File: config.mk
export PLATFORM = sky130hd
export DESIGN_NAME = dfp_encoder
export DESIGN_NICKNAME = d
export VERILOG_FILES = /design/src/rtl/dfpe_pkg.sv /design/src/rtl/dfpe_declet.sv /design/src/rtl/dfpe_comb_field.sv /design/src/rtl/dfpe_exp_bias.sv /design/src/rtl/dfp_encoder.sv
export SDC_FILE = /design/constraint.sdc
export NUM_CORES = 1
export LEC_CHECK = 0
export BUFFER_PORTS_ARGS = -buffer_cell sky130_fd_sc_hd__buf_2
export CAP_MARGIN = 20
export CORE_MARGIN = 2
export CORE_UTILIZATION = 53
export DETAILED_ROUTE_END_ITERATION = 7
export HOLD_SLACK_MARGIN = 0.12
export PLACE_DENSITY = 0.87
export REMOVE_ABC_BUFFERS = 1
export SYNTH_ARGS = -nofsm -noshare
export SYNTH_HDL_FRONTEND = slang
export SYNTH_SLANG_ARGS = --single-unit
File: constraint.sdc
create_clock -name clk -period 6.6 [get_ports clk]
set_clock_uncertainty 0.15 [all_clocks]
set_input_delay 1.32 -clock clk [delete_from_list [all_inputs] [get_ports clk]]
set_output_delay 1.32 -clock clk [all_outputs]
set_load 0.03 [all_outputs]
File: src/rtl/dfpe_pkg.sv
package dfpe_pkg;
    localparam int DIG_W     = 4;
    localparam int N_DIGITS  = 16;
    localparam int COEF_W    = DIG_W * N_DIGITS;
    localparam int DEC_W     = 10;
    localparam int TRIPLE_W  = 3 * DIG_W;
    localparam int EXP_W     = 11;
    localparam int CF_W      = 5;
    localparam int WORD_W    = 64;
    localparam int NARROW_W  = 32;
    localparam int XC_N      = 6;
    localparam int XC_W      = 8;
    localparam int NDEC_N    = 2;
    localparam int NDEC_W    = 5;
    localparam int CC_N      = NDEC_N * DEC_W;
    localparam int CC_W      = NDEC_W * DEC_W;
    localparam int BIAS_N    = 101;
    localparam int BIAS_W    = 398;
    localparam int BEXP_W    = EXP_W + 1;
    localparam int LIMIT_N   = 3 * (1 << XC_N) - 1;
    localparam int LIMIT_W   = 3 * (1 << XC_W) - 1;
    localparam int REM_W     = TRIPLE_W * NDEC_W;
    localparam int IDX_W     = $clog2(NDEC_W);

    typedef enum logic [1:0] {
        ST_IDLE,
        ST_PACK,
        ST_FINISH
    } dfpe_state_t;
endpackage

File: src/rtl/dfpe_declet.sv
module dfpe_declet
    import dfpe_pkg::*;
(
    input  logic [TRIPLE_W-1:0] triple,
    output logic [DEC_W-1:0]    declet
);
    logic [DIG_W-1:0] hi, mi, lo;

    always_comb begin
        hi = triple[3*DIG_W-1:2*DIG_W];
        mi = triple[2*DIG_W-1:DIG_W];
        lo = triple[DIG_W-1:0];
        unique case ({hi[3], mi[3], lo[3]})
            3'b000: declet = {hi[2:0], mi[2:0], 1'b0, lo[2:0]};
            3'b001: declet = {hi[2:0], mi[2:0], 3'b100, lo[0]};
            3'b010: declet = {hi[2:0], lo[2:1], mi[0], 3'b101, lo[0]};
            3'b100: declet = {lo[2:1], hi[0], mi[2:0], 3'b110, lo[0]};
            3'b011: declet = {hi[2:0], 2'b10, mi[0], 3'b111, lo[0]};
            3'b101: declet = {mi[2:1], hi[0], 2'b01, mi[0], 3'b111, lo[0]};
            3'b110: declet = {lo[2:1], hi[0], 2'b00, mi[0], 3'b111, lo[0]};
            3'b111: declet = {2'b00, hi[0], 2'b11, mi[0], 3'b111, lo[0]};
            default: declet = '0;
        endcase
    end
endmodule

File: src/rtl/dfpe_comb_field.sv
module dfpe_comb_field
    import dfpe_pkg::*;
(
    input  logic [DIG_W-1:0] lead,
    input  logic [1:0]       exp_top,
    input  logic             is_inf,
    input  logic             is_nan,
    output logic [CF_W-1:0]  cf
);
    always_comb begin
        if (is_nan)
            cf = 5'b11111;
        else if (is_inf)
            cf = 5'b11110;
        else if (lead[3])
            cf = {2'b11, exp_top, lead[0]};
        else
            cf = {exp_top, lead[2:0]};
    end
endmodule

File: src/rtl/dfpe_exp_bias.sv
module dfpe_exp_bias
    import dfpe_pkg::*;
(
    input  logic                    wide,
    input  logic signed [EXP_W-1:0] exp_u,
    output logic [XC_W+1:0]         biased,
    output logic                    in_range
);
    logic signed [BEXP_W-1:0] sum;
    logic signed [BEXP_W-1:0] bias;
    logic signed [BEXP_W-1:0] limit;

    always_comb begin
        bias     = wide ? BEXP_W'(BIAS_W) : BEXP_W'(BIAS_N);
        limit    = wide ? BEXP_W'(LIMIT_W) : BEXP_W'(LIMIT_N);
        sum      = {exp_u[EXP_W-1], exp_u} + bias;
        in_range = !sum[BEXP_W-1] && (sum <= limit);
        biased   = sum[XC_W+1:0];
    end
endmodule

File: src/rtl/dfp_encoder.sv
module dfp_encoder
    import dfpe_pkg::*;
(
    input  logic                    clk,
    input  logic                    rst_n,
    input  logic                    start,
    input  logic                    fmt_wide,
    input  logic                    sign_in,
    input  logic signed [EXP_W-1:0] exp_in,
    input  logic [COEF_W-1:0]       coef_bcd,
    input  logic                    want_inf,
    input  logic                    want_nan,
    output logic                    busy,
    output logic                    declet_valid,
    output logic [DEC_W-1:0]        declet,
    output logic                    done,
    output logic                    err,
    output logic [WORD_W-1:0]       word
);
    dfpe_state_t state, state_nx;

    logic [XC_W+1:0]   biased;
    logic              in_range;
    logic [DIG_W-1:0]  lead;
    logic [CF_W-1:0]   cf_new;
    logic              special;
    logic              accept;
    logic              last_dec;

    logic [IDX_W-1:0]  idx_q;
    logic [REM_W-1:0]  rem_q;
    logic [CC_W-1:0]   cc_q;
    logic [CC_W-1:0]   cc_nx;
    logic              sign_q;
    logic              wide_q;
    logic [CF_W-1:0]   cf_q;
    logic [XC_W-1:0]   xc_q;
    logic [DEC_W-1:0]  dec_cur;

    dfpe_exp_bias u_bias (
        .wide     (fmt_wide),
        .exp_u    (exp_in),
        .biased   (biased),
        .in_range (in_range)
    );

    assign lead = fmt_wide ? coef_bcd[COEF_W-1 -: DIG_W]
                           : coef_bcd[7*DIG_W-1 -: DIG_W];

    dfpe_comb_field u_cf (
        .lead    (lead),
        .exp_top (fmt_wide ? biased[XC_W+1:XC_W] : biased[XC_N+1:XC_N]),
        .is_inf  (want_inf),
        .is_nan  (want_nan),
        .cf      (cf_new)
    );

    dfpe_declet u_dpd (
        .triple (rem_q[REM_W-1 -: TRIPLE_W]),
        .declet (dec_cur)
    );

    assign special  = want_inf || want_nan;
    assign accept   = (state == ST_IDLE) && start;
    assign last_dec = (idx_q == IDX_W'(wide_q ? NDEC_W - 1 : NDEC_N - 1));
    assign cc_nx    = {cc_q[CC_W-DEC_W-1:0], dec_cur};

    // next-state logic
    always_comb begin
        state_nx = state;
        unique case (state)
            ST_IDLE:   if (start) state_nx = (special || !in_range) ? ST_FINISH : ST_PACK;
            ST_PACK:   if (last_dec) state_nx = ST_FINISH;
            ST_FINISH: state_nx = ST_IDLE;
            default:   state_nx = ST_IDLE;
        endcase
    end

    // state register
    always_ff @(posedge clk or negedge rst_n) begin
        if (!rst_n) state <= ST_IDLE;
        else        state <= state_nx;
    end

    // datapath and output registers
    always_ff @(posedge clk or negedge rst_n) begin
        if (!rst_n) begin
            idx_q  <= '0;
            rem_q  <= '0;
            cc_q   <= '0;
            sign_q <= 1'b0;
            wide_q <= 1'b0;
            cf_q   <= '0;
            xc_q   <= '0;
            err    <= 1'b0;
            word   <= '0;
        end else if (accept) begin
            idx_q  <= '0;
            cc_q   <= '0;
            sign_q <= sign_in;
            wide_q <= fmt_wide;
            cf_q   <= cf_new;
            xc_q   <= fmt_wide ? biased[XC_W-1:0] : {2'b00, biased[XC_N-1:0]};
            rem_q  <= fmt_wide ? coef_bcd[REM_W-1:0]
                               : {coef_bcd[NDEC_N*TRIPLE_W-1:0],
                                  {(REM_W-NDEC_N*TRIPLE_W){1'b0}}};
            err    <= !special && !in_range;
            if (special)
                word <= fmt_wide ? {sign_in, cf_new, {(WORD_W-CF_W-1){1'b0}}}
                                 : {{NARROW_W{1'b0}}, sign_in, cf_new,
                                    {(NARROW_W-CF_W-1){1'b0}}};
            else
                word <= '0;
        end else if (state == ST_PACK) begin
            idx_q <= idx_q + 1'b1;
            rem_q <= {rem_q[REM_W-TRIPLE_W-1:0], {TRIPLE_W{1'b0}}};
            cc_q  <= cc_nx;
            if (last_dec)
                word <= wide_q ? {sign_q, cf_q, xc_q, cc_nx}
                               : {{NARROW_W{1'b0}}, sign_q, cf_q,
                                  xc_q[XC_N-1:0], cc_nx[CC_N-1:0]};
        end
    end

    // state-decoded outputs
    always_comb begin
        busy         = (state != ST_IDLE);
        declet_valid = (state == ST_PACK);
        done         = (state == ST_FINISH);
        declet       = (state == ST_PACK) ? dec_cur : '0;
    end
endmodule

==> impl_metrics.py, run 1 <==
metrics = {
    "cts": {
        "cts_tree": "built",
        "htree_levels": 4,
        "clockBufferDepth": 2,
        "cts_hold_buf": 0,
        "insertion_delay_ps": 430,
        "cts_resized": 0,
        "clk_pin_slew_ps": 70,
        "clkSinkCount": 185,
        "cts_setup_buffers": 0,
        "cts_buffers": 17,
        "root_buffer": "clkbuf_16",
    },
    "worst_setup_path": {
        "r2r-start": "state[1]",
        "endpoint": "state[1]",
        "arrival_ps": 4720,
        "start_kind": "input pin",
        "r2r_cells": 6,
        "crit_type": "input pin to flop",
        "startpoint": "fmt_wide",
        "crit_path_max_fanout": 64,
        "cp-end-kind": "flop",
        "reg2reg_slack_ps": 3150,
        "reg2reg_to": "word[26]",
        "worstPathRequired_ps": 6770,
    },
    "sta": {
        "rsz0062_at_grt": "false",
        "worst_pin_slew_ps": 1100,
        "setup_viol": 0,
        "finalHoldViolCount": 0,
        "setup-tns-final_ps": 0,
        "period_minus_slack_ps": 4550,
        "fmax_ghz": 0.220,
        "whs_ps": 333,
        "slew_viol_final": 0,
        "max-slew-margin-rel_pct": 26.7,
        "period_share_pct": 69.0,
    },
    "yosys": {
        "synth_top_area_cell": "dfrtp_1",
        "ys_seq_area_share_pct": 55.0,
        "syn_avg_cell_area_um2": 10.1,
        "ys_ff_latch": 185,
        "synth-simple-area-share_pct": 13.8,
        "synth-warning-count": 0,
        "synth.area.top_cells": "dfrtp_1 55%, nand2_1 7.1%, mux2i_1 4.6%, a22o_1 4.6%, o21ai_0 3.3%",
        "yosysMostFrequentCell": "dfrtp_1",
        "synth_edf_count": 0,
        "synth_top_family_by_area": "compound AO/OA/AOI/OAI gates",
        "synth_xor_xnor_area_share_pct": 0.832,
        "async_flop_share_pct": 100,
        "synth_area_mm2": 0.00842,
        "synth_top_cell_area_share_pct": 55.0,
        "synthAdderAreaFrac_pct": 1.87,
        "synthTopCellsByCount": "185 x dfrtp_1, 159 x nand2_1, 58 x nor2_1",
        "synth-compound-area-share_pct": 20.1,
        "ys.flop_type": "dfrtp_1",
        "synth_cells": 837,
        "synth_mux_area_share_pct": 4.77,
        "synth_cell_types": 59,
    },
    "die": {
        "core_area_mm2": 0.0157,
        "row_count": 46,
        "die-area_mm2": 0.0169,
        "dieWidth_um": 130,
        "die_h_um": 130,
        "initial_core_util_pct": 53.6,
        "ios": 160,
    },
    "routing": {
        "num_vias": 6915,
        "drt-total-wl_mm": 21.4,
        "first_iter_violations": 565,
        "antenna_left": 0,
        "wl_per_cell_um": 18.0,
        "avgViaCountPerCell": 5.81,
        "drc": 0,
        "first_pass_iters": 5,
    },
    "global_routing": {
        "grt_use_total_pct": 26.0,
        "grt_pass1_wl_mm": 34.3,
        "grt_pass1_vias": 6599,
        "grt_max_degree": 88,
        "gr-total-overflow": 0,
        "antenna_found_initial": 0,
    },
    "placement": {
        "dp.cells": 1157,
        "gp_congestion": 0.878,
        "hpwl_mm": 14.0,
        "io_buffers": 159,
    },
    "outcome": {
        "status": "finished, final reports clean",
    },
    "finish": {
        "fill_cells": 1268,
        "nets": 1055,
        "layout-drive-gt1-share_pct": 22.1,
        "syn_to_final_growth_pct": 18.3,
        "diodes": 0,
        "seqCellArea_mm2": 0.00463,
        "layout.cells.non_filler": 1190,
        "multi_input_area_mm2": 0.00351,
    },
    "power": {
        "p_per_area_mw_per_mm2": 322,
        "p_leak_nw": 5.00,
        "irDropWorstVdd_uv": 171,
    },
    "hold_path": {
        "hold_depth": 2,
        "hold_class": "flop to flop",
    },
    "run": {
        "max-cap-violations": 0,
    },
}
registers in the layout (all words and copies together) (netlist names):
register / cells
xc_q: 8
sign_q: 1
idx_q: 3
rem_q: 60
err: 1
cf_q: 5
cc_q: 40
word: 64
state: 2
wide_q: 1
cells by family after synthesis:
family | count (synthesis)
AOI/OAI and AO/OA | 242
xor gates and xnor gates | 8
adders and majority gates | 12
buffers and inverters | 74
DFF | 185
muxes | 40
and+or+nand+nor | 276
layout make-up:
class                           count  area share (%)
Timing Repair Buffer              170            9.30
Tap cell                          216            2.71
Inverter                            9           0.339
Sequential cell                   185            46.5
Multi-Input combinational cell    578            35.2
Clock buffer                       19            4.55
Clock inverter                     13            1.43
stage by stage:
step                setup slack [ps]  total power, W  cell area [um2]  utilization, %
detailed placement              1580         0.00218             9340            59.5
floorplan                        491         0.00191             8150               -
CTS                             2030         0.00321             9940            63.2
finish                          2050         0.00321             9960            63.4
global route                    1800         0.00336             9960            63.4
global placement                1700         0.00215             9310            59.3
worst max-delay path, stage by stage:
cell and delay [ps]:
buf_2 90, buf_4 590, ha_1 370, nand4_1 130
o211a_1 260, a311o_1 380, xnor2_1 280, ha_1 350
nand4b_1 120, mux2i_1 70, a221oi_1 220, nand4_1 190
o41a_1 340
worst min path at each step:
stage	startpoint	end	slack, ps
2_1_floorplan	xc_q[6]	xc_q[6]	300
3_3_place_gp	word[59]	word[59]	310
6_report	xc_q[6]	xc_q[6]	330
5_1_grt	xc_q[6]	xc_q[6]	360
4_1_cts	xc_q[6]	xc_q[6]	330
3_5_place_dp	xc_q[6]	xc_q[6]	320
layout by cell type, fill, tap and decap left out, types with 3 or more instances in the layout:
cell type  Yosys  routed
dfrtp_1      185     185
xor2_1         5       5
nand3b_1       3       3
nor2b_1        3       3
a31oi_1       28      28
mux2i_1       39      39
nor3_1         4       4
xnor2_1        3       3
clkinv_4       0       4
a21oi_1       39      39
buf_2          8     158
a211oi_1       6       6
nand2b_1       5       4
and2_1         8       7
a22o_1        44      44
inv_1          8       8
buf_4          2       9
clkbuf_8       0       3
o21ai_0       56      56
nand3_1       24      24
nand4_1        3       3
nand2_1      159     158
ha_1          11      11
clkinv_2       0       3
a21o_1        11      11
o21ai_1        9       9
nor2_1        58      57
a221o_1       25      25
clkbuf_16      0      17
power breakdown:
part           switching (W)  internal (W)
logic               0.000423      0.000267
registers           0.000164       0.00132
clock network       0.000452      0.000581
routing by layer:
| metal | wire length (um) | global-route usage (%) |
|---|---|---|
| met5 | 0 | 0 |
| met4 | 438 | 9.36 |
| met3 | 1230 | 5.37 |
| met1 | 9430 | 35.3 |
| met2 | 10300 | 42.0 |
Power figures use the tool's default switching activity.
==> run 2, diff against run 1 <==
==> constraint.sdc (replaced) <==
create_clock -name clk -period 4.7 [get_ports clk]
set_clock_uncertainty 0.15 [all_clocks]
set_input_delay 0.94 -clock clk [delete_from_list [all_inputs] [get_ports clk]]
set_output_delay 0.94 -clock clk [all_outputs]
set_load 0.03 [all_outputs]
==> run 2 against run 1 <==
Total power increased by 39%. Setup slack got worse by 1400 ps. Cell count increased by 0.17%.
==> impl_metrics.py, run 2 (same netlist as run 1, synthesis figures left out) <==
metrics = {
    "cts": {
        "htree_levels": 4,
        "clkSinkCount": 185,
        "cts_hold_buf": 0,
        "clk_pin_slew_ps": 70,
        "cts_tree": "built",
        "cts_resized": 0,
        "cts_buffers": 17,
        "insertion_delay_ps": 430,
        "root_buffer": "clkbuf_16",
        "cts_setup_buffers": 0,
        "clockBufferDepth": 2,
    },
    "worst_setup_path": {
        "arrival_ps": 4240,
        "reg2reg_slack_ps": 1740,
        "worstPathRequired_ps": 4860,
        "r2r-start": "wide_q",
        "crit_type": "input pin to flop",
        "r2r_cells": 4,
        "cp-end-kind": "flop",
        "crit_path_max_fanout": 9,
        "reg2reg_to": "word[32]",
        "start_kind": "input pin",
    },
    "sta": {
        "worst_pin_slew_ps": 1070,
        "setup_viol": 0,
        "whs_ps": 330,
        "period_share_pct": 86.9,
        "slew_viol_final": 0,
        "fmax_ghz": 0.245,
        "max-slew-margin-rel_pct": 28.6,
        "period_minus_slack_ps": 4080,
        "setup-tns-final_ps": 0,
        "rsz0062_at_grt": "false",
        "worst_slack_ps": 616,
        "finalHoldViolCount": 0,
    },
    "routing": {
        "avgViaCountPerCell": 5.84,
        "num_vias": 6957,
        "wl_per_cell_um": 17.7,
        "first_pass_iters": 5,
        "drc": 0,
        "antenna_left": 0,
        "drt-total-wl_mm": 21.1,
        "first_iter_violations": 592,
    },
    "finish": {
        "mostFrequentLayoutCell": "dfrtp_1",
        "nets": 1057,
        "layout-drive-gt1-share_pct": 22.0,
        "fin_util_pct": 63.3,
        "reg_top3": "word x64, rem_q x60, cc_q x40",
        "largest_reg_flops": 64,
        "diodes": 0,
        "regMostFlops": "word",
        "syn_to_final_growth_pct": 18.0,
        "layout.cells.most_common_list": "185 x dfrtp_1, 158 x nand2_1, 158 x buf_2",
        "fill_cells": 1290,
    },
    "outcome": {
        "status": "finished, final reports clean",
    },
    "global_routing": {
        "grt_max_degree": 127,
        "gr-total-overflow": 0,
        "grtUsageMet1_pct": 37.0,
        "use_met2_pct": 39.9,
        "antenna_found_initial": 0,
        "globalRoute.busiestLayer": "met2",
        "use_met3_pct": 5.41,
        "grt_pass1_wl_mm": 34.3,
        "grt_use_total_pct": 26.1,
        "grt_pass1_vias": 6526,
    },
    "placement": {
        "gp_congestion": 0.879,
        "dpl_worst_slack_ps": 172,
        "io_buffers": 159,
        "hpwl_mm": 13.6,
    },
    "die": {
        "core_area_mm2": 0.0157,
        "initial_core_util_pct": 53.6,
        "ios": 160,
        "die_h_um": 130,
        "row_count": 46,
        "dieWidth_um": 130,
        "die-area_mm2": 0.0169,
    },
    "power": {
        "p_per_area_mw_per_mm2": 448,
        "combPwrFrac_pct": 21.4,
        "p_leak_nw": 4.99,
        "seq_power_share_pct": 46.6,
        "internal_power_w": 0.00303,
        "switching_share_pct": 32.1,
        "irDropWorstVdd_uv": 274,
        "power_switching_w": 0.00143,
        "power.clock.fraction_pct": 32.0,
    },
    "hold_path": {
        "hp-start": "word[59]",
        "hold_depth": 2,
        "hold_class": "flop to flop",
        "holdPathEnd": "word[59]",
    },
    "run": {
        "max-cap-violations": 0,
    },
}
[run 2: cell count changes in the layout (fill, tap and decap cells not counted), sizes merged]
cell / delta
buf: +2
clkbuf: +1
clkinv: -2
inv: +1
[run 2: worst max path at each step]
stage | from | endpoint | slack, ps | cells past startpoint
final | fmt_wide | state[1] | 620 | 14
after global routing | fmt_wide | state[1] | 380 | 14
after CTS | fmt_wide | state[1] | 610 | 14
after detailed placement | fmt_wide | state[1] | 170 | 14
after global placement | fmt_wide | state[1] | 280 | 14
after floorplan | state[1] | idx_q[2] | -1410 | 5
[run 2: per-stage QoR]
| step | cell area, um2 | power [W] | cells |
|---|---|---|---|
| 6_report | 9940 | 0.00446 | 1192 |
| 5_1_grt | 9940 | 0.00468 | 1192 |
| 4_1_cts | 9940 | 0.00448 | 1192 |
| 3_5_place_dp | 9360 | 0.00305 | 1160 |
| 3_3_place_gp | 9360 | 0.00301 | 1160 |
| 2_1_floorplan | 8150 | 0.00268 | 772 |
[run 2: worst max-delay path, stage by stage]
cell and delay, ps:
buf_2 110, inv_1 290, ha_1 260, inv_1 60, fa_1 400, nand2b_1 140, a31oi_1 150, xnor2_1 210
ha_1 310, nand2_1 50, or4b_1 470, o311ai_1 300, nand4_1 200, o41a_1 350
[run 2: power by group through the flow]
stage | clock [W] | combinational [W] | sequential, W
3_3_place_gp | 0 | 0.000923 | 0.00209
3_5_place_dp | 0 | 0.000947 | 0.00210
2_1_floorplan | 0 | 0.000578 | 0.00210
5_1_grt | 0.00151 | 0.00106 | 0.00211
6_report | 0.00143 | 0.000953 | 0.00208
4_1_cts | 0.00145 | 0.000957 | 0.00208
[run 2: area by class of cell]
cell class              count  area (um2)  area share [%]
flip-flops and latches    185        4630            46.6
multi-input cells         578        3510            35.3
repair buffers            172         915            9.20
clock buffers              20         447            4.49
well taps                 216         270            2.72
clock inverters            12         141            1.42
inverters                   9        33.8           0.340
[run 2: routing by layer]
| layer | wire length [um] | vias up |
|---|---|---|
| met2 | 9920 | 284 |
| li1 | - | 3246 |
| met3 | 1380 | 51 |
| met5 | 0 | - |
| met4 | 554 | 0 |
| met1 | 9210 | 3376 |
